[src/rtl/halt_ctrl_pkg.sv]
package halt_ctrl_pkg;

    // Controller states; BOOT is held during reset and for one cycle after it.
    typedef enum logic [1:0] {
        HS_BOOT = 2'd0,
        HS_RUN  = 2'd1,
        HS_WAIT = 2'd2,
        HS_STOP = 2'd3
    } halt_state_e;

    // Bit positions of the interrupt lines inside the synchronized vector.
    localparam int unsigned LINE_CNT = 3;
    localparam int unsigned LN_IRQ   = 0;
    localparam int unsigned LN_NMI   = 1;
    localparam int unsigned LN_ABT   = 2;

    // Registered state of the controller.
    typedef struct packed {
        halt_state_e state;
        logic        resume;
        logic        take;
    } halt_regs_t;

endpackage

[src/rtl/halt_sync.sv]
module halt_sync #(
    parameter int unsigned WIDTH   = 3,
    parameter int unsigned STAGES  = 2,
    parameter logic        RST_VAL = 1'b1
) (
    input  logic             clk,
    input  logic             rst_n,
    input  logic [WIDTH-1:0] din,
    output logic [WIDTH-1:0] dout
);

    localparam int unsigned LAST = STAGES - 1;

    for (genvar i = 0; i < WIDTH; i++) begin : g_bit
        logic [STAGES-1:0] chain_d;
        logic [STAGES-1:0] chain_q;

        // Shift the raw line in at bit 0; the oldest sample leaves at LAST.
        always_comb begin
            chain_d = {chain_q[STAGES-2:0], din[i]};
        end

        always_ff @(posedge clk or negedge rst_n) begin
            if (!rst_n) begin
                chain_q <= {STAGES{RST_VAL}};
            end else begin
                chain_q <= chain_d;
            end
        end

        assign dout[i] = chain_q[LAST];
    end

endmodule

[src/rtl/halt_wake_eval.sv]
module halt_wake_eval
    import halt_ctrl_pkg::*;
(
    input  logic [LINE_CNT-1:0] line_act,
    input  logic                irq_mask,
    output logic                wake,
    output logic                go_vector,
    output logic                go_inline
);

    logic hard_src;
    logic irq_open;

    always_comb begin
        // Non-maskable and abort requests always vector.
        hard_src  = line_act[LN_NMI] | line_act[LN_ABT];
        irq_open  = line_act[LN_IRQ] & ~irq_mask;

        wake      = |line_act;
        go_vector = hard_src | irq_open;

        // Only a blocked maskable request resumes without vectoring.
        go_inline = line_act[LN_IRQ] & irq_mask & ~hard_src;
    end

endmodule

[src/rtl/halt_ctrl.sv]
module halt_ctrl
    import halt_ctrl_pkg::*;
#(
    parameter int unsigned SYNC_STAGES = 2
) (
    input  logic clk,
    input  logic rst_n,
    input  logic wait_stb,
    input  logic stop_stb,
    input  logic irq_n,
    input  logic nmi_n,
    input  logic abort_n,
    input  logic irq_mask,
    output logic run_en,
    output logic resume_next,
    output logic take_intr,
    output logic boot_start
);

    logic [LINE_CNT-1:0] raw_n;
    logic [LINE_CNT-1:0] sync_n;
    logic [LINE_CNT-1:0] line_act;
    logic                wake;
    logic                go_vector;
    logic                go_inline;
    halt_regs_t          r_d;
    halt_regs_t          r_q;

    // Pack the raw lines so that each one lands at its package bit position.
    always_comb begin
        raw_n         = '1;
        raw_n[LN_IRQ] = irq_n;
        raw_n[LN_NMI] = nmi_n;
        raw_n[LN_ABT] = abort_n;
    end

    halt_sync #(
        .WIDTH   (LINE_CNT),
        .STAGES  (SYNC_STAGES),
        .RST_VAL (1'b1)
    ) u_sync (
        .clk   (clk),
        .rst_n (rst_n),
        .din   (raw_n),
        .dout  (sync_n)
    );

    assign line_act = ~sync_n;

    halt_wake_eval u_eval (
        .line_act  (line_act),
        .irq_mask  (irq_mask),
        .wake      (wake),
        .go_vector (go_vector),
        .go_inline (go_inline)
    );

    // Next-state logic.
    always_comb begin
        r_d        = r_q;
        r_d.resume = 1'b0;
        r_d.take   = 1'b0;

        unique case (r_q.state)
            HS_BOOT: begin
                r_d.state = HS_RUN;
            end
            HS_RUN: begin
                // A stop strobe takes precedence over a wait strobe.
                if (stop_stb) begin
                    r_d.state = HS_STOP;
                end else if (wait_stb) begin
                    r_d.state = HS_WAIT;
                end
            end
            HS_WAIT: begin
                if (wake) begin
                    r_d.state  = HS_RUN;
                    r_d.take   = go_vector;
                    r_d.resume = go_inline;
                end
            end
            HS_STOP: begin
                // Left only through reset.
                r_d.state = HS_STOP;
            end
            default: begin
                r_d.state = HS_BOOT;
            end
        endcase
    end

    always_ff @(posedge clk or negedge rst_n) begin
        if (!rst_n) begin
            r_q <= '{state: HS_BOOT, resume: 1'b0, take: 1'b0};
        end else begin
            r_q <= r_d;
        end
    end

    assign run_en      = (r_q.state == HS_RUN);
    assign boot_start  = (r_q.state == HS_BOOT);
    assign resume_next = r_q.resume;
    assign take_intr   = r_q.take;


    excl_pulse_chk: assert property (@(posedge clk) disable iff (!rst_n)
        !(resume_next && take_intr));


    pulse_once_chk: assert property (@(posedge clk) disable iff (!rst_n)
        (resume_next || take_intr) |=> !(resume_next || take_intr));


    pulse_src_chk: assert property (@(posedge clk) disable iff (!rst_n)
        (resume_next || take_intr) |-> (run_en && $past(r_q.state) == HS_WAIT));


    wait_entry_chk: assert property (@(posedge clk) disable iff (!rst_n)
        (r_q.state == HS_RUN && wait_stb) |=> !run_en);


    stop_hold_chk: assert property (@(posedge clk) disable iff (!rst_n)
        (r_q.state == HS_STOP) |=> (r_q.state == HS_STOP && !resume_next && !take_intr));


    nmi_vector_chk: assert property (@(posedge clk) disable iff (!rst_n)
        (r_q.state == HS_WAIT && !sync_n[LN_NMI]) |=> take_intr);

endmodule

[config.mk]
export PLATFORM = sky130hd
export DESIGN_NAME = halt_ctrl
export DESIGN_NICKNAME = d
export VERILOG_FILES = /design/src/rtl/halt_ctrl_pkg.sv /design/src/rtl/halt_sync.sv /design/src/rtl/halt_wake_eval.sv /design/src/rtl/halt_ctrl.sv
export SDC_FILE = /design/constraint.sdc
export NUM_CORES = 1
export LEC_CHECK = 0
export BUFFER_PORTS_ARGS = -buffer_cell sky130_fd_sc_hd__buf_2
export CORE_AREA = 2 2 39 41
export CTS_CLUSTER_DIAMETER = 100
export CTS_CLUSTER_SIZE = 10
export DETAILED_ROUTE_END_ITERATION = 7
export DIE_AREA = 0 0 41 43
export PLACE_DENSITY_LB_ADDON = 0.08
export REMOVE_ABC_BUFFERS = 1
export SLEW_MARGIN = 25
export SYNTH_ARGS = -nofsm -noshare
export SYNTH_HDL_FRONTEND = slang
export SYNTH_SLANG_ARGS = --single-unit
[constraint.sdc]
create_clock -name clk -period 2.1 [get_ports clk]
set_input_delay 0.42 -clock clk [delete_from_list [all_inputs] [get_ports clk]]
set_output_delay 0.42 -clock clk [all_outputs]
set_load 0.01 [all_outputs]
==> flow_summary_export.csv <==
group,metric,value,unit
status,status,"finished, final reports clean",
sta,finalHoldViolCount,0,
critical_path,critical_path.max_fanout,7,
final_layout,num_antenna_cells,0,
global_routing,track_usage,8.15,%
logic_synthesis,synth_area,338,um^2
floorplanning,fp.dieH,43,um
logic_synthesis,synth_top_area_share,46.7,%
global_routing,antenna_found_initial,0,
drt,vias,216,
sta,fin_setup_tns,0,ps
sta,fmax,719,MHz
global_routing,grt_overflow,0,
placement,io_buffer_count,11,
sta,holdWs,254,ps
power_and_ir_drop,p_leak,0.201,nW
sta,period_minus_slack,1390,ps
sta,slew_headroom,85.4,%
sta,setup_violations,0,
critical_path,cp.required,1680,ps
clocking,cts_tree,"done",
sta,drv_slew,0,
job,cap_violations,0,
placement,gp_congestion,0.623,
sta,finalWorstSetupSlack,709,ps
drt,drt-wirelength-per-cell,10.6,um
logic_synthesis,synth_commonest_cells,"dfstp_2 (6), dfrtp_1 (4), nand2_1 (2)",
placement,place_ws,982,ps
floorplanning,ioPinCount,12,
min_path,hold_class,"in -> reg",
drt,drc,0,
logic_synthesis,ys_ff_latch,10,
floorplanning,core_area,1380,um^2
drt,drt-initial-drc-count,0,
logic_synthesis,yosysSeqAreaShare,76.3,%
floorplanning,initial_utilization,24.4,%
power_and_ir_drop,powerDensity,782,nW/um^2
critical_path,worstSetupEndpointType,"output port",
floorplanning,fp.dieW,41,um
global_routing,grt_max_degree,11,
floorplanning,dieArea,1760,um^2
clocking,clk_pin_slew,60,ps
clocking,cts_buffers,3,
critical_path,start_kind,"register",
clocking,root_buffer,"clkbuf_4",
logic_synthesis,synth_edf_count,0,
critical_path,crit_slowest_cell,"dfrtp_1",
logic_synthesis,avgSynthCellArea,16.1,um^2
final_layout,layout.nets,46,
logic_synthesis,yosysTopAreaCell,"dfstp_2",
drt,avgViaCountPerCell,4.08,
logic_synthesis,synth_cell_type_count,12,
logic_synthesis,ys_async_sr_fraction,100,%
floorplanning,rows,14,
final_layout,fin_util,32.5,%
clocking,post_cts_buffers,0,
clocking,cts_buffer_depth,2,
final_layout,drive_above_1_share,59.5,%
logic_synthesis,synth_flop_cell,"dfstp_2",
sta,period_share,66.2,%
sta,worst_pin_slew,217,ps
sta,skew,7.40,ps
critical_path,crit_chain,"nor2b_1 -> buf_2",
final_layout,fin_cells,53,
global_routing,grt_pass1_vias,210,
sta,rsz0062_at_grt,"no",
clocking,htree_levels,1,
drt,antenna_left,0,
power_and_ir_drop,ir_drop,0.282,mV
logic_synthesis,netlist_top_cells_area,"dfstp_2 (47%), dfrtp_1 (30%), nor3b_2 (3.7%)",
global_routing,grt_pass1_wl,855,um
placement,place_area,413,um^2
drt,first_pass_iters,1,
critical_path,critical_path_class,"reg -> out",
critical_path,cp.arrival,970,ps
final_layout,final_area,449,um^2
logic_synthesis,netlist_instances,21,
final_layout,area.growth.synth_to_final,33.0,%
critical_path,crit_family,"flip-flops",
critical_path,cp_num_buf_inv,1,
power_and_ir_drop,finalPower,0.351,mW
clocking,clkLatencyLatePin,260,ps
clocking,cts_resized,0,
placement,dp.cells,48,
clocking,cts_sinks,10,
drt,drt-total-wl,563,um
critical_path,max_stage_delay,440,ps
logic_synthesis,ys.warnings.count,0,
logic_synthesis,yosysMostFrequentCell,"dfstp_2",
## flip-flops by register name, summed over array words and instances, names as in the netlist
register,count
u_sync.g_bit.chain_q,6
r_q,2
resume_next,1
take_intr,1
## report_power, final
group	internal (mW)	total, mW	switching [mW]
clock	0.0730	0.131	0.0575
sequential	0.203	0.207	0.00336
combinational	0.00714	0.0139	0.00671
total	0.284	0.351	0.0676
## repair_timing
action                                  in CTS  in global routing
endpoints found under the setup margin       0                  0
hold buffers                                 1                  0
endpoints found under the hold margin        3                  0
## metal layers
metal / global-route usage, % / share of wire (%) / up-vias
li1: - / - / 107
met1: 8.78 / 42 / 99
met2: 10.3 / 49 / 10
met3: 3.14 / 8.5 / 0
met4: 10.0 / 0 / 0
met5: 0 / 0 / -
## final cells by class
class / instances / area (um^2)
fill: 148 / 935
sequential: 10 / 258
multi-input combinational: 11 / 80.1
timing repair buffer: 12 / 65.1
clock buffer: 4 / 26.3
tap: 16 / 20.0
## cells in the final DEF, fill, tap and decap left out
cell | Yosys | layout
nand2_1 | 2 | 2
and3b_2 | 1 | 1
o211ai_1 | 1 | 1
dfrtp_1 | 4 | 4
nand4_1 | 1 | 1
nand4b_1 | 1 | 1
o32a_1 | 1 | 1
nor2_1 | 1 | 1
dlygate4sd3_1 | 0 | 1
nor3b_2 | 1 | 1
clkbuf_1 | 0 | 1
dfstp_2 | 6 | 6
clkbuf_4 | 0 | 3
buf_2 | 0 | 11
nor2b_1 | 1 | 1
o31ai_1 | 1 | 1
## kinds of logic after synthesis
group	Yosys count	synth area share (%)
flops	10	76.3
simple gates	8	16.3
compound gates	3	7.41
## final timing paths
kind                                       startpoint                          to  slack [ps]  depth (start not counted)
max in group asynchronous                       rst_n  u_sync.g_bit[1].chain_q[1]        1300                          2
max reg2reg                u_sync.g_bit[0].chain_q[1]                   take_intr        1120                          2
max                                            r_q[3]                      run_en         710                          2
min                                             irq_n  u_sync.g_bit[0].chain_q[0]         250                          1
min in group asynchronous                       rst_n                      r_q[3]         540                          2
min reg2reg                u_sync.g_bit[1].chain_q[0]  u_sync.g_bit[1].chain_q[1]         360                          0
Note: power is estimated with default switching activity, not from simulation.
